[src/rtl/i2cs_pkg.sv]
package i2cs_pkg;

  localparam int ADDR_W = 7;
  localparam int BYTE_W = 8;
  localparam int CNT_W  = $clog2(BYTE_W + 2);
  localparam int STAT_W = 5;

  localparam logic [1:0] REG_DATA = 2'd0;
  localparam logic [1:0] REG_CTRL = 2'd1;
  localparam logic [1:0] REG_STAT = 2'd2;
  localparam logic [1:0] REG_OWN  = 2'd3;

  // status bit positions
  localparam int STAT_PIN = 4;

  typedef enum logic [1:0] {
    ST_IDLE,
    ST_ADDR,
    ST_RX,
    ST_TX
  } phase_t;

  // bus events reported by the datapath
  typedef struct packed {
    logic             sclRise;
    logic             sclFall;
    logic             startDet;
    logic             stopDet;
    logic             sdaBit;
    logic             addrMatch;
    logic             genCall;
    logic             rwBit;
    logic [CNT_W-1:0] bitCnt;
  } busEv_t;

  // strobes from control to datapath
  typedef struct packed {
    logic cntClr;
    logic cntInc;
    logic shiftIn;
    logic shiftOut;
    logic loadTx;
    logic capture;
    logic ackLow;
    logic sdaFree;
  } dpStrobe_t;

endpackage

[src/rtl/i2cs_datapath.sv]
module i2cs_datapath
  import i2cs_pkg::*;
#(
  parameter int                SYNC_LEN     = 2,
  parameter logic [ADDR_W-1:0] OWN_ADDR_RST = 7'h3C
) (
  input  logic              clk,
  input  logic              rstN,
  input  logic              sclIn,
  input  logic              sdaIn,
  input  dpStrobe_t         stb,
  input  logic              hostDataWr,
  input  logic              hostOwnWr,
  input  logic [BYTE_W-1:0] hostWdata,
  output busEv_t            ev,
  output logic [BYTE_W-1:0] dataBuf,
  output logic [ADDR_W-1:0] ownAddr,
  output logic              sdaOe
);

  logic [SYNC_LEN-1:0] sclSync;
  logic [SYNC_LEN-1:0] sdaSync;
  logic                sclPrev;
  logic                sdaPrev;
  logic                sclS;
  logic                sdaS;
  logic [BYTE_W-1:0]   shifter;
  logic [CNT_W-1:0]    bitCnt;

  // input synchronisers, idle bus level is high
  always_ff @(posedge clk) begin
    if (!rstN) begin
      sclSync <= '1;
      sdaSync <= '1;
      sclPrev <= 1'b1;
      sdaPrev <= 1'b1;
    end else begin
      sclSync <= {sclSync[SYNC_LEN-2:0], sclIn};
      sdaSync <= {sdaSync[SYNC_LEN-2:0], sdaIn};
      sclPrev <= sclS;
      sdaPrev <= sdaS;
    end
  end

  assign sclS = sclSync[SYNC_LEN-1];
  assign sdaS = sdaSync[SYNC_LEN-1];

  assign ev.sclRise   = sclS & ~sclPrev;
  assign ev.sclFall   = ~sclS & sclPrev;
  assign ev.startDet  = sclS & sclPrev & sdaPrev & ~sdaS;
  assign ev.stopDet   = sclS & sclPrev & ~sdaPrev & sdaS;
  assign ev.sdaBit    = sdaS;
  assign ev.addrMatch = (shifter[BYTE_W-1:1] == ownAddr);
  assign ev.genCall   = (shifter == '0);
  assign ev.rwBit     = shifter[0];
  assign ev.bitCnt    = bitCnt;

  // shift register shared by receive and transmit
  always_ff @(posedge clk) begin
    if (!rstN) begin
      shifter <= '0;
    end else if (stb.loadTx) begin
      shifter <= hostWdata;
    end else if (stb.shiftIn) begin
      shifter <= {shifter[BYTE_W-2:0], sdaS};
    end else if (stb.shiftOut) begin
      shifter <= {shifter[BYTE_W-2:0], 1'b0};
    end
  end

  always_ff @(posedge clk) begin
    if (!rstN) begin
      bitCnt <= '0;
    end else if (stb.cntClr) begin
      bitCnt <= '0;
    end else if (stb.cntInc) begin
      bitCnt <= bitCnt + 1'b1;
    end
  end

  always_ff @(posedge clk) begin
    if (!rstN) begin
      dataBuf <= '0;
      ownAddr <= OWN_ADDR_RST;
    end else begin
      if (hostDataWr) begin
        dataBuf <= hostWdata;
      end else if (stb.capture) begin
        dataBuf <= shifter;
      end
      if (hostOwnWr) begin
        ownAddr <= hostWdata[ADDR_W-1:0];
      end
    end
  end

  always_ff @(posedge clk) begin
    if (!rstN) begin
      sdaOe <= 1'b0;
    end else if (stb.sdaFree) begin
      sdaOe <= 1'b0;
    end else if (stb.ackLow) begin
      sdaOe <= 1'b1;
    end else if (stb.loadTx) begin
      sdaOe <= ~hostWdata[BYTE_W-1];
    end else if (stb.shiftOut) begin
      sdaOe <= ~shifter[BYTE_W-2];
    end
  end

  AST_SDA_PULL_SCL_LOW: assert property (@(posedge clk) disable iff (!rstN)
    $rose(sdaOe) |-> !sclS);

  AST_SYNC_DEPTH: assert final (SYNC_LEN >= 2);

endmodule

[src/rtl/i2cs_ctrl.sv]
module i2cs_ctrl
  import i2cs_pkg::*;
#(
  parameter int HOLD_CYC = 4
) (
  input  logic              clk,
  input  logic              rstN,
  input  busEv_t            ev,
  input  logic              arbLost,
  input  logic [1:0]        regAddr,
  input  logic              regWr,
  input  logic              regRd,
  input  logic              wdMst,
  input  logic              wdPin,
  output dpStrobe_t         stb,
  output logic              sclOe,
  output logic              mstSel,
  output logic [STAT_W-1:0] status
);

  localparam int HC_W = (HOLD_CYC > 1) ? $clog2(HOLD_CYC) : 1;
  localparam logic [CNT_W-1:0] DATA_END = CNT_W'(BYTE_W);
  localparam logic [CNT_W-1:0] WORD_END = CNT_W'(BYTE_W + 1);

  phase_t          state, stateNxt;
  logic            aas, aasNxt;
  logic            trx, trxNxt;
  logic            ad0, ad0Nxt;
  logic            al, alNxt;
  logic            alPend, alPendNxt;
  logic            mstNxt;
  logic            ackBit, ackBitNxt;
  logic            pinN;
  logic            raise;
  logic            holdBusy;
  logic [HC_W-1:0] holdCnt;
  logic            dataAcc;
  logic            ctrlWr;
  logic            statWr;
  logic            relReq;

  assign dataAcc = (regRd | regWr) && (regAddr == REG_DATA);
  assign ctrlWr  = regWr && (regAddr == REG_CTRL);
  assign statWr  = regWr && (regAddr == REG_STAT);
  assign relReq  = !pinN && !holdBusy && (dataAcc || (statWr && wdPin));

  always_comb begin
    stb       = '0;
    stateNxt  = state;
    aasNxt    = aas;
    trxNxt    = trx;
    ad0Nxt    = ad0;
    alNxt     = al;
    alPendNxt = alPend;
    mstNxt    = mstSel;
    ackBitNxt = ackBit;
    raise     = 1'b0;
    if (ctrlWr) begin
      mstNxt = wdMst;
      alNxt  = 1'b0;
    end
    if (mstSel && arbLost) begin
      alPendNxt = 1'b1;
    end
    if (ev.startDet) begin
      stateNxt    = ST_ADDR;
      stb.cntClr  = 1'b1;
      stb.sdaFree = 1'b1;
      trxNxt      = 1'b0;
      ad0Nxt      = 1'b0;
    end else if (ev.stopDet) begin
      stateNxt    = ST_IDLE;
      stb.cntClr  = 1'b1;
      stb.sdaFree = 1'b1;
      aasNxt      = 1'b0;
    end else if (state != ST_IDLE) begin
      if (ev.sclRise) begin
        if (ev.bitCnt < DATA_END) begin
          stb.cntInc  = 1'b1;
          stb.shiftIn = (state != ST_TX);
        end else if (ev.bitCnt == DATA_END) begin
          stb.cntInc = 1'b1;
          ackBitNxt  = ev.sdaBit;
        end
      end else if (ev.sclFall) begin
        if (ev.bitCnt == WORD_END) begin
          stb.cntClr  = 1'b1;
          stb.sdaFree = 1'b1;
          if (alPend) begin
            raise     = 1'b1;
            alNxt     = 1'b1;
            mstNxt    = 1'b0;
            alPendNxt = 1'b0;
            stateNxt  = ST_IDLE;
          end else if (mstSel) begin
            stateNxt = ST_RX;
          end else begin
            case (state)
              ST_ADDR: begin
                raise    = 1'b1;
                stateNxt = trx ? ST_TX : ST_RX;
              end
              ST_RX: raise = 1'b1;
              ST_TX: begin
                if (!ackBit) begin
                  raise = 1'b1;
                end else begin
                  stateNxt = ST_IDLE;
                end
              end
              default: ;
            endcase
          end
        end else if (ev.bitCnt == DATA_END) begin
          if (mstSel || alPend) begin
            stb.sdaFree = 1'b1;
          end else begin
            case (state)
              ST_ADDR: begin
                if (ev.genCall || ev.addrMatch) begin
                  stb.ackLow = 1'b1;
                  aasNxt     = 1'b1;
                  trxNxt     = ev.rwBit & ~ev.genCall;
                  ad0Nxt     = ev.genCall;
                end else begin
                  stateNxt   = ST_IDLE;
                  stb.cntClr = 1'b1;
                end
              end
              ST_RX: begin
                stb.capture = 1'b1;
                stb.ackLow  = 1'b1;
              end
              ST_TX: stb.sdaFree = 1'b1;
              default: ;
            endcase
          end
        end else if (ev.bitCnt != '0 && state == ST_TX && !mstSel) begin
          stb.shiftOut = 1'b1;
        end
      end
    end
    if (regWr && regAddr == REG_DATA && state == ST_TX && !pinN) begin
      stb.loadTx = 1'b1;
    end
  end

  always_ff @(posedge clk) begin
    if (!rstN) begin
      state  <= ST_IDLE;
      aas    <= 1'b0;
      trx    <= 1'b0;
      ad0    <= 1'b0;
      al     <= 1'b0;
      alPend <= 1'b0;
      mstSel <= 1'b0;
      ackBit <= 1'b1;
    end else begin
      state  <= stateNxt;
      aas    <= aasNxt;
      trx    <= trxNxt;
      ad0    <= ad0Nxt;
      al     <= alNxt;
      alPend <= alPendNxt;
      mstSel <= mstNxt;
      ackBit <= ackBitNxt;
    end
  end

  // interrupt pending, clock stretch and release hold
  always_ff @(posedge clk) begin
    if (!rstN) begin
      pinN     <= 1'b1;
      sclOe    <= 1'b0;
      holdBusy <= 1'b0;
      holdCnt  <= '0;
    end else if (raise) begin
      pinN     <= 1'b0;
      sclOe    <= 1'b1;
      holdBusy <= 1'b0;
    end else if (relReq) begin
      holdBusy <= 1'b1;
      holdCnt  <= '0;
    end else if (holdBusy) begin
      if (holdCnt == HC_W'(HOLD_CYC - 1)) begin
        sclOe    <= 1'b0;
        pinN     <= 1'b1;
        holdBusy <= 1'b0;
      end else begin
        holdCnt <= holdCnt + 1'b1;
      end
    end
  end

  assign status = {pinN, al, trx, aas, ad0};

  AST_STRETCH_WHILE_PENDING: assert property (@(posedge clk) disable iff (!rstN)
    !pinN |-> sclOe);
  AST_RELEASE_SETS_PIN: assert property (@(posedge clk) disable iff (!rstN)
    $fell(sclOe) |-> pinN);
  AST_AL_LEAVES_MASTER: assert property (@(posedge clk) disable iff (!rstN)
    $rose(al) |-> !mstSel);
  AST_STOP_CLEARS_AAS: assert property (@(posedge clk) disable iff (!rstN)
    ev.stopDet |=> !aas);
  AST_GC_IMPLIES_ADDRESSED: assert property (@(posedge clk) disable iff (!rstN)
    $rose(ad0) |-> aas);

endmodule

[src/rtl/i2c_target_stretch.sv]
module i2c_target_stretch
  import i2cs_pkg::*;
#(
  parameter int                SYNC_LEN     = 2,
  parameter int                HOLD_CYC     = 4,
  parameter logic [ADDR_W-1:0] OWN_ADDR_RST = 7'h3C
) (
  input  logic       clk,
  input  logic       rstN,
  input  logic       sclIn,
  input  logic       sdaIn,
  output logic       sclOe,
  output logic       sdaOe,
  input  logic       arbLost,
  input  logic [1:0] regAddr,
  input  logic       regWr,
  input  logic       regRd,
  input  logic [7:0] regWdata,
  output logic [7:0] regRdata,
  output logic       irq
);

  busEv_t            ev;
  dpStrobe_t         stb;
  logic [BYTE_W-1:0] dataBuf;
  logic [ADDR_W-1:0] ownAddr;
  logic              mstSel;
  logic [STAT_W-1:0] status;

  i2cs_datapath #(
    .SYNC_LEN    (SYNC_LEN),
    .OWN_ADDR_RST(OWN_ADDR_RST)
  ) u_dp (
    .clk       (clk),
    .rstN      (rstN),
    .sclIn     (sclIn),
    .sdaIn     (sdaIn),
    .stb       (stb),
    .hostDataWr(regWr && regAddr == REG_DATA),
    .hostOwnWr (regWr && regAddr == REG_OWN),
    .hostWdata (regWdata),
    .ev        (ev),
    .dataBuf   (dataBuf),
    .ownAddr   (ownAddr),
    .sdaOe     (sdaOe)
  );

  i2cs_ctrl #(
    .HOLD_CYC(HOLD_CYC)
  ) u_ctrl (
    .clk    (clk),
    .rstN   (rstN),
    .ev     (ev),
    .arbLost(arbLost),
    .regAddr(regAddr),
    .regWr  (regWr),
    .regRd  (regRd),
    .wdMst  (regWdata[0]),
    .wdPin  (regWdata[STAT_PIN]),
    .stb    (stb),
    .sclOe  (sclOe),
    .mstSel (mstSel),
    .status (status)
  );

  always_comb begin
    case (regAddr)
      REG_DATA: regRdata = dataBuf;
      REG_CTRL: regRdata = {7'b0, mstSel};
      REG_STAT: regRdata = {{(8 - STAT_W){1'b0}}, status};
      default:  regRdata = {1'b0, ownAddr};
    endcase
  end

  assign irq = ~status[STAT_PIN];

  AST_NO_ACK_AS_MASTER: assert property (@(posedge clk) disable iff (!rstN)
    mstSel && ev.sclFall && ev.bitCnt == CNT_W'(BYTE_W) |=> !sdaOe);

endmodule

[config.mk]
export PLATFORM = sky130hd
export DESIGN_NAME = i2c_target_stretch
export DESIGN_NICKNAME = d
export VERILOG_FILES = /design/src/rtl/i2cs_pkg.sv /design/src/rtl/i2cs_datapath.sv /design/src/rtl/i2cs_ctrl.sv /design/src/rtl/i2c_target_stretch.sv
export SDC_FILE = /design/constraint.sdc
export NUM_CORES = 1
export LEC_CHECK = 0
export ABC_AREA = 1
export BUFFER_PORTS_ARGS = -buffer_cell sky130_fd_sc_hd__clkbuf_2
export CORE_MARGIN = 1
export CORE_UTILIZATION = 45
export DETAILED_ROUTE_END_ITERATION = 8
export GPL_TIMING_DRIVEN = 0
export HOLD_SLACK_MARGIN = 0.08
export PLACE_DENSITY = 0.66
export SLEW_MARGIN = 20
export SYNTH_ARGS = -nofsm -noshare
export SYNTH_HDL_FRONTEND = slang
export SYNTH_SLANG_ARGS = --single-unit
[constraint.sdc]
create_clock -name clk -period 1.4 [get_ports clk]
set_input_delay 0.21 -clock clk [delete_from_list [all_inputs] [get_ports clk]]
set_output_delay 0.21 -clock clk [all_outputs]
set_load 0.01 [all_outputs]
==> results of run 1 <==
-- path summary, 6_finish.rpt --
check	to	slack [ns]	cells past startpoint
setup reg to reg	u_dp.dataBuf[4]	-0.19	8
hold reg to reg	u_dp.sdaSync[1]	0.43	1
hold / removal	u_dp.sdaSync[0]	0.09	2
setup / recovery	u_dp.dataBuf[4]	-0.19	8
-- worst reg2reg max path: stages (launching register included) --
cell                      delay (ns)
sky130_fd_sc_hd__dfxtp_4        0.39
sky130_fd_sc_hd__inv_4          0.04
sky130_fd_sc_hd__ha_4           0.18
sky130_fd_sc_hd__nor2_4         0.19
sky130_fd_sc_hd__nand2_4        0.10
sky130_fd_sc_hd__nor2_4         0.20
sky130_fd_sc_hd__a21oi_2        0.13
sky130_fd_sc_hd__o21ai_0        0.19
sky130_fd_sc_hd__nor2_1         0.06
-- layout by cell type, fill, tap and decap left out, types with 3 or more instances in the layout --
master	synthesis	layout
sky130_fd_sc_hd__dfxtp_4	0	4
sky130_fd_sc_hd__inv_4	0	3
sky130_fd_sc_hd__nor2_2	2	3
sky130_fd_sc_hd__dfxtp_1	48	37
sky130_fd_sc_hd__buf_4	0	15
sky130_fd_sc_hd__dfxtp_2	0	7
sky130_fd_sc_hd__nand2_2	0	3
sky130_fd_sc_hd__ha_1	8	4
sky130_fd_sc_hd__or2_2	4	4
sky130_fd_sc_hd__buf_2	3	4
sky130_fd_sc_hd__nor2_4	1	6
sky130_fd_sc_hd__nor2_1	44	38
sky130_fd_sc_hd__nand2_1	84	79
sky130_fd_sc_hd__a21oi_1	27	21
sky130_fd_sc_hd__nand3_1	20	13
sky130_fd_sc_hd__o21ai_1	5	17
sky130_fd_sc_hd__nor3_1	6	4
sky130_fd_sc_hd__buf_6	1	5
sky130_fd_sc_hd__o21ai_0	45	30
sky130_fd_sc_hd__a21oi_2	3	9
sky130_fd_sc_hd__nand3_2	0	5
sky130_fd_sc_hd__clkbuf_8	0	5
sky130_fd_sc_hd__ha_4	0	4
sky130_fd_sc_hd__nand3_4	1	3
sky130_fd_sc_hd__inv_1	52	40
sky130_fd_sc_hd__clkbuf_2	0	26
sky130_fd_sc_hd__nand2_4	1	3
sky130_fd_sc_hd__inv_2	3	12
sky130_fd_sc_hd__o21ai_2	2	4
-- sequential cells by signal (all words and copies together), names as in the netlist --
name             count
u_ctrl.al            1
u_ctrl.trx           1
u_dp.bitCnt          4
u_dp.sclSync         2
u_dp.dataBuf         8
u_dp.ownAddr         7
u_dp.sdaSync         2
u_dp.sdaPrev         1
u_ctrl.holdCnt       2
u_ctrl.mstSel        1
u_dp.sclPrev         1
u_ctrl.ad0           1
u_dp.shifter         8
u_ctrl.aas           1
u_ctrl.pinN          1
u_dp.sdaOe           1
u_ctrl.sclOe         1
u_ctrl.ackBit        1
u_ctrl.holdBusy      1
u_ctrl.alPend        1
u_ctrl.state         2
-- cell families after synthesis --
group                      Yosys count  synth area share [%]
and+or+nand+nor                    167                  28.4
AOI/OAI and AO/OA                   93                  20.1
buffers and inverters               61                  9.86
DFF                                 48                  37.7
adders and majority gates            8                  3.93
-- per-layer routing --
layer / share of wire (%) / track usage [%] / up-vias / wire length [um]
met3: 5.9 / 4.76 / 9 / 430
met2: 44 / 39.6 / 86 / 3250
met5: 0 / 0 / - / 0
met1: 49 / 35.4 / 1243 / 3560
met4: 0.97 / 5.47 / 0 / 71
li1: - / - / 1348 / -
-- power breakdown --
part / internal [mW] / switching (mW) / leakage (nW) / total, mW
logic: 0.120 / 0.212 / 1.08 / 0.332
registers: 1.39 / 0.0232 / 0.394 / 1.42
clock network: 0.531 / 0.495 / 0.0552 / 1.03
total: 2.04 / 0.730 / 1.53 / 2.78
-- layout make-up --
cell class | count | area share [%]
buffer | 6 | 1.34
clock buffer | 6 | 2.16
clock inverter | 2 | 1.04
inverter | 55 | 6.38
multi-input combinational | 269 | 47.5
sequential | 48 | 29.4
tap | 72 | 2.69
timing repair buffer | 47 | 9.55
-- repair_timing --
action,4_1_cts,5_1_grt
setup buffers,13,6
pin swaps,21,17
gates cloned,2,0
endpoints found under the hold margin,0,0
resized for setup,54,33
endpoints found under the setup margin,31,38
==> Flow_metrics.wiki, run 1 <==
{| class="wikitable"
! Metric !! Value
|-
| Result of the run || complete, but fails checks
|-
| Violations in the final reports || setup timing
|-
| Normalized max-slew margin || between 50% and 60%
|-
| Most common flop cell mapped by yosys || sky130_fd_sc_hd__dfxtp_1
|-
| Proportion of synthesized chip area in sequential cells || between 30 and 40%
|-
| List of cells traversed by the critical path || inv_4 > ha_4 > nor2_4 > nand2_4 > nor2_4 > a21oi_2 > o21ai_0 > nor2_1
|-
| Setup slack of the critical path after layout || -0.194 ns
|-
| Clock Pin Slew Worst Setup and Hold Paths || about 0.090 ns
|-
| Summed instance area of the synthesized netlist || between 0.002 and 0.003 mm2
|-
| TritonCTS clock tree || built
|-
| Die area || about 0.0060 mm2
|-
| Die Width || between 70 and 80 um
|-
| Multi-input combinational cell area || around 0.0016 mm2
|-
| Maximum frequency from static timing analysis || roughly 630 MHz
|-
| Static leakage || roughly 1.5 nW
|-
| Clock buffers created by TritonCTS || 5
|-
| H-Tree Depth || 2
|-
| Maximum clock insertion buffer count || 2
|-
| Number of flip-flops and latches in the synthesized netlist || between 40 and 50
|-
| Count of cell types in the netlist || 33
|-
| Total congestion overflow after global routing || 0
|-
| Post-route ant nets || 0
|-
| Clock period minus final worst setup slack || about 1.6 ns
|-
| Top post-synthesis cells by count || sky130_fd_sc_hd__nand2_1 (84), sky130_fd_sc_hd__inv_1 (52), sky130_fd_sc_hd__dfxtp_1 (48), sky130_fd_sc_hd__o21ai_0 (45), sky130_fd_sc_hd__nor2_1 (44)
|-
| Number of hold buffers added after cts || 0
|-
| Max cap viols || 0
|-
| Final std cell area, no fill || around 0.0034 mm2
|-
| Area growth from synthesis to layout || 31.5%
|-
| Cell area after placement || between 0.002 and 0.003 mm2
|-
| Sequential cell area || 985 um2
|-
| Final worst path period share || 114%
|-
| Wire length reported by the detailed router || 7310 um
|-
| Drt first-iter violations || between 200 and 300
|-
| Starting density of the core || a little under half
|-
| Pin count of the biggest net entering global routing || 15
|-
| Row count || 27
|-
| Root buf cell || sky130_fd_sc_hd__clkbuf_8
|-
| Startpoint types || flip-flop
|-
| DR DRC count || 0
|-
| Routed len/inst || around 14 um
|-
| Beginning of the critical path || u_ctrl.state[0]
|-
| Number of detailed-routing iterations run before antenna repair || 5
|-
| CP required || around 1.6 ns
|-
| Total of fill cells in the finished design || approximately 510
|-
| CP peak stage delay || slightly below 0.4 ns
|-
| CP Capture Type || flip-flop
|-
| Startpoint of the most critical hold path || sdaIn
|-
| Final Wtd Congestion || between 0.8 and 0.9
|-
| Number of clock sinks seen by CTS || 48
|-
| Buffers and inverters on the worst path || 1
|-
| Input/output buffers || 27
|-
| Core footprint || between 0.005 and 0.006 mm2
|-
| Total Neg Setup Slack || -3.96 ns
|-
| Most common cell in the synthesized netlist || sky130_fd_sc_hd__nand2_1
|-
| Count of flip-flops with a built-in enable after synthesis || 0
|-
| Cell Pwr Density || 828 mW/mm2
|-
| Avg Inst Size Synth || 6.76 um2
|-
| Antenna violations before repair || 0
|-
| Worst hold path class || input pin to flip-flop
|-
| Cell type contributing the most total cell area after synthesis || sky130_fd_sc_hd__dfxtp_1
|-
| Via density per instance || between 5 and 6
|-
| HPWL Detailed || around 5100 um
|-
| Yosys warning total || 0
|-
| Setup repair after global routing missed its margin || true
|-
| Power consumption || approximately 2.8 mW
|-
| Die Height || slightly below 80 um
|-
| Place WS || -0.301 ns
|-
| Worst hold slack after final layout || 0.0857 ns
|-
| Final Max Tran Viols || 0
|-
| Final setup vio count || 31
|-
| Cell occurring most often along the worst timing path || sky130_fd_sc_hd__nor2_4
|-
| Final Hold Vio Count || 0
|-
| Actual slew at the worst max-slew pin || a little over 0.6 ns
|-
| Slowest cell on the critical path || sky130_fd_sc_hd__dfxtp_4
|-
| Final core occ || between 60% and 70%
|-
| Final net count || roughly 460
|-
| Clock latency at the later pin of the worst-skew pair || between 0.3 and 0.4 ns
|-
| Non-filler instance count after layout || 505
|-
| DP Cell Count || roughly 480
|-
| Ranking of synthesized cells by area || sky130_fd_sc_hd__dfxtp_1 (38%), sky130_fd_sc_hd__nand2_1 (12%), sky130_fd_sc_hd__o21ai_0 (8.8%), sky130_fd_sc_hd__inv_1 (7.7%), sky130_fd_sc_hd__nor2_1 (6.5%)
|-
| Biggest fanout along the worst timing path || 5
|-
| Vias post-DR || between 2k and 3k
|-
| Overall fraction of global-route tracks in use || 25.1%
|-
| I/O Pins || 28
|-
| Worst supply voltage drop on vdd || roughly 0.57 mV
|-
| Fraction of registers with async set/reset || 0%
|-
| Critical Path AT || 1.81 ns
|-
| Vias in the first global route || roughly 2.5k
|-
| First-pass GRT wire length || about 12000 um
|-
| Post-Synthesis Cells || approximately 380
|-
| Kind of critical path || flip-flop to flip-flop
|-
| Ratio of cells with drive above 1 in the final layout || between 30% and 40%
|-
| Kind of cell adding the most delay to the critical path || simple AND/OR/NAND/NOR gates
|-
| Number of antenna diodes || 0
|-
| Share of the synthesized area in the top cell type || roughly 38%
|-
| Worst clock skew on the final layout || about 0.008 ns
|-
| Number of nets produced by synthesis || 402
|-
| Startpoint of the most critical register-to-register path || u_ctrl.state[0]
|}
Power figures use the tool's default switching activity.
==> run 2, diff against run 1 <==
GPL_TIMING_DRIVEN = 1   (was 0)
==> run 2 against run 1 <==
The flow still finishes with violations (setup timing). Clock skew shrank 0.00096 ns. Register-to-register slack lost 0.02 ns. Sequential power is essentially flat. Largest cell class unchanged.
==> Flow_metrics.wiki, run 2 (synthesized netlist as in run 1, its figures left out) <==
{| class="wikitable"
! Metric !! Value
|-
| Result of the run || complete, but fails checks
|-
| Violations in the final reports || setup timing
|-
| Worst min-delay path endpoint || u_dp.sdaSync[0]
|-
| Wire length reported by the detailed router || 9050 um
|-
| Setup slack of the critical path after layout || -0.209 ns
|-
| Vias in the first global route || 2733
|-
| HPWL Detailed || approximately 5500 um
|-
| Number of clock sinks seen by CTS || 48
|-
| Antenna violations before repair || 0
|-
| Die area || 0.00597 mm2
|-
| Final Hold Vio Count || 0
|-
| Worst clock skew on the final layout || 0.00708 ns
|-
| WHS Path Cells || 2
|-
| Worst supply voltage drop on vdd || just over 0.5 mV
|-
| Length in cells of the worst reg-to-reg path || 8
|-
| Normalized max-slew margin || about two thirds
|-
| H-Tree Depth || 2
|-
| Number of detailed-routing iterations run before antenna repair || 6
|-
| Overall fraction of global-route tracks in use || between 20 and 30%
|-
| Total of fill cells in the finished design || 403
|-
| Kind of cell adding the most delay to the critical path || simple AND/OR/NAND/NOR gates
|-
| Maximum frequency from static timing analysis || approximately 620 MHz
|-
| CP peak stage delay || ~0.38 ns
|-
| Input/output buffers || 27
|-
| Clock Pin Slew Worst Setup and Hold Paths || 0.09 ns
|-
| Static leakage || ~1.9 nW
|-
| CP Capture Type || flip-flop
|-
| Max cap viols || 0
|-
| List of cells traversed by the critical path || ha_4 > inv_2 > nand2_1 > a211oi_4 > nor2_2 > nand2_2 > nand2_1 > a21oi_2
|-
| Final worst path period share || 115%
|-
| TritonCTS clock tree || built
|-
| Starting density of the core || 46.6%
|-
| Critical Path AT || approximately 1.9 ns
|-
| Startpoint of the most critical register-to-register path || u_ctrl.state[0]
|-
| Die Height || 77.3 um
|-
| Vias post-DR || 3096
|-
| Core footprint || around 0.0055 mm2
|-
| Buffers and inverters on the worst path || 1
|-
| Capture instance of the worst register-to-register path || u_ctrl.state[1]
|-
| Final setup vio count || 35
|-
| Startpoint of the most critical hold path || sdaIn
|-
| Area growth from synthesis to layout || 58.6%
|-
| DR DRC count || 0
|-
| CP required || roughly 1.6 ns
|-
| Beginning of the critical path || u_ctrl.state[0]
|-
| Routed len/inst || 16.1 um
|-
| Leading cell types in the layout, fill and taps excluded || sky130_fd_sc_hd__buf_4 (71), sky130_fd_sc_hd__nand2_1 (68), sky130_fd_sc_hd__inv_1 (33)
|-
| Total Neg Setup Slack || -3.57 ns
|-
| Worst hold path class || input pin to flip-flop
|-
| Final Wtd Congestion || 0.976
|-
| Kind of critical path || flip-flop to flip-flop
|-
| Final Max Tran Viols || 0
|-
| Biggest fanout along the worst timing path || 4
|-
| Post-route ant nets || 0
|-
| Actual slew at the worst max-slew pin || approximately 0.47 ns
|-
| I/O Pins || 28
|-
| First-pass GRT wire length || about 13000 um
|-
| R2R setup slack || -0.21 ns
|-
| Final net count || 515
|-
| Row count || 27
|-
| Number of antenna diodes || 0
|-
| Cell Pwr Density || between 700 and 800 mW/mm2
|-
| Ratio of cells with drive above 1 in the final layout || about half
|-
| Most frequent standard cell in the layout excluding fill and tap cells || sky130_fd_sc_hd__buf_4
|-
| Total congestion overflow after global routing || 0
|-
| Maximum clock insertion buffer count || 2
|-
| Die Width || 77.3 um
|-
| Clock buffers created by TritonCTS || 5
|-
| Startpoint types || flip-flop
|-
| Via density per instance || around 5.5
|-
| Worst hold slack after final layout || approximately 0.087 ns
|-
| Cell occurring most often along the worst timing path || sky130_fd_sc_hd__nand2_1
|-
| Largest registers || u_dp.dataBuf x8, u_dp.shifter x8, u_dp.ownAddr x7
|-
| Clock period minus final worst setup slack || 1.61 ns
|-
| Root buf cell || sky130_fd_sc_hd__clkbuf_8
|-
| Clock latency at the later pin of the worst-skew pair || roughly 0.31 ns
|-
| Slowest cell on the critical path || sky130_fd_sc_hd__dfxtp_4
|-
| Pin count of the biggest net entering global routing || 27
|-
| Setup repair after global routing missed its margin || true
|-
| Drt first-iter violations || between 150 and 200
|}
==> run 2: where the power goes <==
part           switching, mW  internal [mW]
sequential            0.0258           1.39
combinational          0.259          0.198
clock                  0.492          0.531
==> run 2: cell type report <==
cell class	count	area (um2)	area share, %
multi-input cells	270	1820	45.0
flip-flops and latches	48	997	24.7
repair buffers	110	811	20.0
inverters	55	219	5.41
well taps	72	90.1	2.23
clock buffers	6	72.6	1.79
clock inverters	2	35.0	0.866
==> run 2: worst max-delay path by stage <==
stage / slack, ns / depth (start not counted) / endpoint
floorplan: 0.003 / 10 / u_ctrl.state[0]
detailed placement: -0.18 / 9 / u_dp.bitCnt[2]
global route: -0.28 / 8 / u_ctrl.state[1]
global placement: -0.18 / 7 / u_dp.shifter[4]
finish: -0.21 / 8 / u_ctrl.state[1]
CTS: -0.17 / 11 / u_ctrl.state[0]
==> run 2: per-stage QoR <==
step                cell area (um2)  cells  worst slack, ns  power (mW)  utilization, %
global placement               3260    532           -0.175        1.79            59.6
detailed placement             3260    532           -0.179        1.79            59.6
finish                         4040    563           -0.209        2.90            73.9
CTS                            3600    553           -0.169        2.81            65.8
floorplan                      2600    377          0.00308        1.62               -
global route                   4040    563           -0.280        3.00            73.9
==> run 2: metal layers <==
metal  global-route usage [%]  wire length (um)
met2                     44.9              4360
met4                     9.25               377
met5                        0                 0
met1                     36.8              3800
met3                     4.40               505
==> run 2: repair_timing <==
item / CTS / global route
hold buffers: 0 / 1
buffers inserted: 11 / 9
gates cloned: 2 / 0
setup endpoints to repair: 36 / 40
pin swaps: 15 / 35
resized for setup: 52 / 119
endpoints found under the hold margin: 0 / 1
==> run 3, diff against run 2 <==
--- a/config.mk
+++ b/config.mk
@@ -17,3 +17,5 @@
 export SYNTH_ARGS = -nofsm -noshare
 export SYNTH_HDL_FRONTEND = slang
+export SYNTH_HIERARCHICAL = 1
 export SYNTH_SLANG_ARGS = --single-unit
+export TNS_END_PERCENT = 10
==> constraint.sdc (replaced) <==
create_clock -name clk -period 1.4 [get_ports clk]
set_input_delay 0.14 -clock clk [delete_from_list [all_inputs] [get_ports clk]]
set_output_delay 0.14 -clock clk [all_outputs]
set_load 0.01 [all_outputs]
==> run 3 against run 2 <==
The run still ends with setup timing left. Core utilization fell by 8.7 points. Worst setup slack got worse by 0.029 ns. Clock-buffer cell count fell by 1. Synthesized cell count rose by 15%. Routed wire length fell by 11%. Global-route usage fell by 1.8 points. Critical path type unchanged. Critical endpoint is now u_ctrl/state[0]. Largest power group unchanged.
==> Flow_metrics.wiki, run 3 <==
{| class="wikitable"
! Metric !! Value
|-
| Clock latency at the later pin of the worst-skew pair || around 0.31 ns
|-
| Summed instance area of the synthesized netlist || between 0.002 and 0.003 mm2
|-
| Most common cell in the synthesized netlist || sky130_fd_sc_hd__nand2_1
|-
| Worst clock skew on the final layout || around 0.011 ns
|-
| Cell type contributing the most total cell area after synthesis || sky130_fd_sc_hd__dfxtp_1
|-
| Via density per instance || between 5 and 6
|-
| Yosys warning total || 6
|-
| Number of detailed-routing iterations run before antenna repair || 4
|-
| Kind of critical path || flip-flop to flip-flop
|-
| Post-Synthesis Cells || 433
|-
| Routed len/inst || roughly 13 um
|-
| Power consumption || roughly 2.7 mW
|-
| Most frequent standard cell in the layout excluding fill and tap cells || sky130_fd_sc_hd__nand2_1
|-
| Actual slew at the worst max-slew pin || around 0.39 ns
|-
| Die Width || 81.2 um
|-
| Share of the synthesized area in the top cell type || between 30% and 40%
|-
| Avg Inst Size Synth || around 6.5 um2
|-
| Overall fraction of global-route tracks in use || between 20 and 30%
|-
| Final worst path period share || 117%
|-
| Clock period minus final worst setup slack || about 1.6 ns
|-
| Count of flip-flops with a built-in enable after synthesis || 0
|-
| Die area || between 0.006 and 0.007 mm2
|-
| Worst hold slack after final layout || ~0.09 ns
|-
| Critical Path AT || approximately 1.9 ns
|-
| HPWL Detailed || approximately 5700 um
|-
| Total of fill cells in the finished design || between 500 and 600
|-
| CP required || 1.64 ns
|-
| Antenna violations before repair || 0
|-
| Share of cell area taken by muxes after synthesis || 0%
|-
| DP Cell Count || between 500 and 600
|-
| Fraction of registers with async set/reset || 0%
|-
| Cell Pwr Density || 697 mW/mm2
|-
| Input/output buffers || 27
|-
| Adder and majority cell fraction of the synthesized area || roughly 2.7%
|-
| Final core occ || between 60% and 70%
|-
| Proportion of synthesized chip area in sequential cells || between 30% and 40%
|-
| Drt first-iter violations || around 160
|-
| Static leakage || 1.89 nW
|-
| H-Tree Depth || 2
|-
| XOR/XNOR share of the synthesized area || 0.311%
|-
| DR DRC count || 0
|-
| Final setup vio count || 32
|-
| Row count || 28
|-
| Total congestion overflow after global routing || 0
|-
| Number of antenna diodes || 0
|-
| Non-filler instance count after layout || roughly 610
|-
| Wire length reported by the detailed router || roughly 8000 um
|-
| Share of the synthesized area in compound gates (AO/OA/AOI/OAI) || 13.5%
|-
| Setup repair after global routing missed its margin || true
|-
| Root buf cell || sky130_fd_sc_hd__clkbuf_8
|-
| TritonCTS clock tree || built
|-
| Post-route ant nets || 0
|-
| Violations in the final reports || setup timing
|-
| Startpoint types || flip-flop
|-
| Core footprint || 0.00599 mm2
|-
| Largest family of logic cells by synthesized area || simple AND/OR/NAND/NOR gates
|-
| Max cap viols || 0
|-
| Place WS || -0.317 ns
|-
| Starting density of the core || ~47%
|-
| Count of cell types in the netlist || 34
|-
| Number of nets produced by synthesis || between 400 and 500
|-
| Top post-synthesis cells by count || sky130_fd_sc_hd__nand2_1 (86), sky130_fd_sc_hd__nor2_1 (69), sky130_fd_sc_hd__inv_1 (57), sky130_fd_sc_hd__dfxtp_1 (48), sky130_fd_sc_hd__o21ai_0 (31)
|-
| Vias post-DR || just over 3k
|-
| Number of flip-flops and latches in the synthesized netlist || 48
|-
| Final Hold Vio Count || 0
|-
| Simple-gate share of the synthesized area || a little over a third
|-
| Worst supply voltage drop on vdd || between 0.5 and 0.6 mV
|-
| Pin count of the biggest net entering global routing || 19
|-
| Vias in the first global route || approximately 3k
|-
| Maximum clock insertion buffer count || 2
|-
| Clock Pin Slew Worst Setup and Hold Paths || 0.10 ns
|-
| Largest registers || u_dp/dataBuf x8, u_dp/shifter x8, u_dp/ownAddr x7
|-
| Most common flop cell mapped by yosys || sky130_fd_sc_hd__dfxtp_1
|-
| Biggest fanout along the worst timing path || 3
|-
| Ranking of synthesized cells by area || sky130_fd_sc_hd__dfxtp_1 (34%), sky130_fd_sc_hd__nand2_1 (11%), sky130_fd_sc_hd__nor2_1 (9.2%), sky130_fd_sc_hd__inv_1 (7.6%), sky130_fd_sc_hd__o21ai_0 (5.5%)
|-
| Die Height || between 80 and 90 um
|-
| Final Max Tran Viols || 0
|-
| Clock buffers created by TritonCTS || 5
|-
| Normalized max-slew margin || 74.0%
|-
| Maximum frequency from static timing analysis || approximately 600 MHz
|-
| Leading cell types in the layout, fill and taps excluded || sky130_fd_sc_hd__nand2_1 (80), sky130_fd_sc_hd__buf_4 (71), sky130_fd_sc_hd__nor2_1 (51)
|-
| Area growth from synthesis to layout || 38.5%
|-
| Final net count || 553
|-
| I/O Pins || 28
|-
| First-pass GRT wire length || between 10000 and 15000 um
|-
| Final Wtd Congestion || approximately 0.89
|-
| CP Capture Type || flip-flop
|-
| Ratio of cells with drive above 1 in the final layout || 41.6%
|-
| Worst hold path class || input pin to flip-flop
|-
| Setup slack of the critical path after layout || -0.239 ns
|-
| Result of the run || complete, but fails checks
|-
| Number of clock sinks seen by CTS || 48
|}
run 3: cell types whose count changed in the layout (fill, tap and decap cells not counted), sizes merged, moves of 3 or more:
cell,before,now
or2,4,7
buf,87,74
a21oi,31,27
inv,55,66
nor3,7,14
nand4,2,9
o21ai,52,42
nand3,22,19
dlygate4sd3,1,5
nor2,47,78
clkbuf,28,32
nand2,85,94
run 3: worst paths after layout:
path,to,slack [ns],depth (start not counted),from
worst min register to register,u_dp/sdaSync[1],0.43,1,u_dp/sdaSync[0]
worst min-delay path,u_dp/ownAddr[2],0.09,3,regWdata[2]
worst max register to register,u_ctrl/state[0],-0.24,13,u_dp/sdaSync[1]
worst max-delay path,u_ctrl/state[0],-0.24,13,u_dp/sdaSync[1]
run 3: layout make-up:
class | instances | area (um2) | area share [%]
Clock inverter | 3 | 21.3 | 0.545
Tap cell | 75 | 93.8 | 2.40
Multi-Input combinational cell | 303 | 1710 | 43.8
Inverter | 66 | 256 | 6.57
Timing Repair Buffer | 106 | 761 | 19.5
Clock buffer | 5 | 68.8 | 1.76
Sequential cell | 48 | 993 | 25.4
run 3: through the flow:
step,setup TNS [ns],area (um2)
6_report,-4.57,3910
2_1_floorplan,-3.33,2870
5_1_grt,-7.49,3910
3_3_place_gp,-6.82,3480
3_5_place_dp,-7.54,3480
4_1_cts,-4.67,3830
run 3: timing repair:
action / in CTS / in global routing
resized for setup: 52 / 29
endpoints found under the hold margin: 5 / 0
pin swaps: 16 / 15
endpoints found under the setup margin: 33 / 35
hold buffers: 5 / 0
buffers inserted: 10 / 0
run 3: metal layers:
metal  up-vias  wire length, um  part of all wire (%)  GRT usage [%]
met5         -                0                     0              0
met4         0              129                   1.6           8.75
met3        14              402                   5.0           4.38
met2        87             4070                    51           47.6
met1      1434             3420                    43           29.7
li1       1556                -                     -              -
run 3: power by group:
| part | switching [mW] | leakage (nW) | internal, mW |
|---|---|---|---|
| Combinational | 0.231 | 1.45 | 0.192 |
| Sequential | 0.0265 | 0.395 | 1.40 |
| Clock | 0.520 | 0.0445 | 0.356 |
| Total | 0.777 | 1.89 | 1.94 |
run 3: worst max-delay path, cell delays in order, from the launching register on:
cell,delay (ns)
sky130_fd_sc_hd__dfxtp_2,0.34
sky130_fd_sc_hd__inv_2,0.08
sky130_fd_sc_hd__nand2_2,0.07
sky130_fd_sc_hd__nor2_4,0.12
sky130_fd_sc_hd__inv_2,0.06
sky130_fd_sc_hd__buf_4,0.13
sky130_fd_sc_hd__buf_4,0.12
sky130_fd_sc_hd__buf_4,0.12
sky130_fd_sc_hd__buf_4,0.12
sky130_fd_sc_hd__buf_4,0.12
sky130_fd_sc_hd__buf_4,0.12
sky130_fd_sc_hd__o21ai_2,0.05
sky130_fd_sc_hd__a21oi_1,0.05
sky130_fd_sc_hd__nor2_1,0.08
run 3: cell families after synthesis:
kind of cell | after synthesis
AO/OA/AOI/OAI | 71
XOR/XNOR | 1
adder cells (fa/ha/maj) | 6
buffers and inverters | 82
flip-flops | 48
AND/OR/NAND/NOR | 225
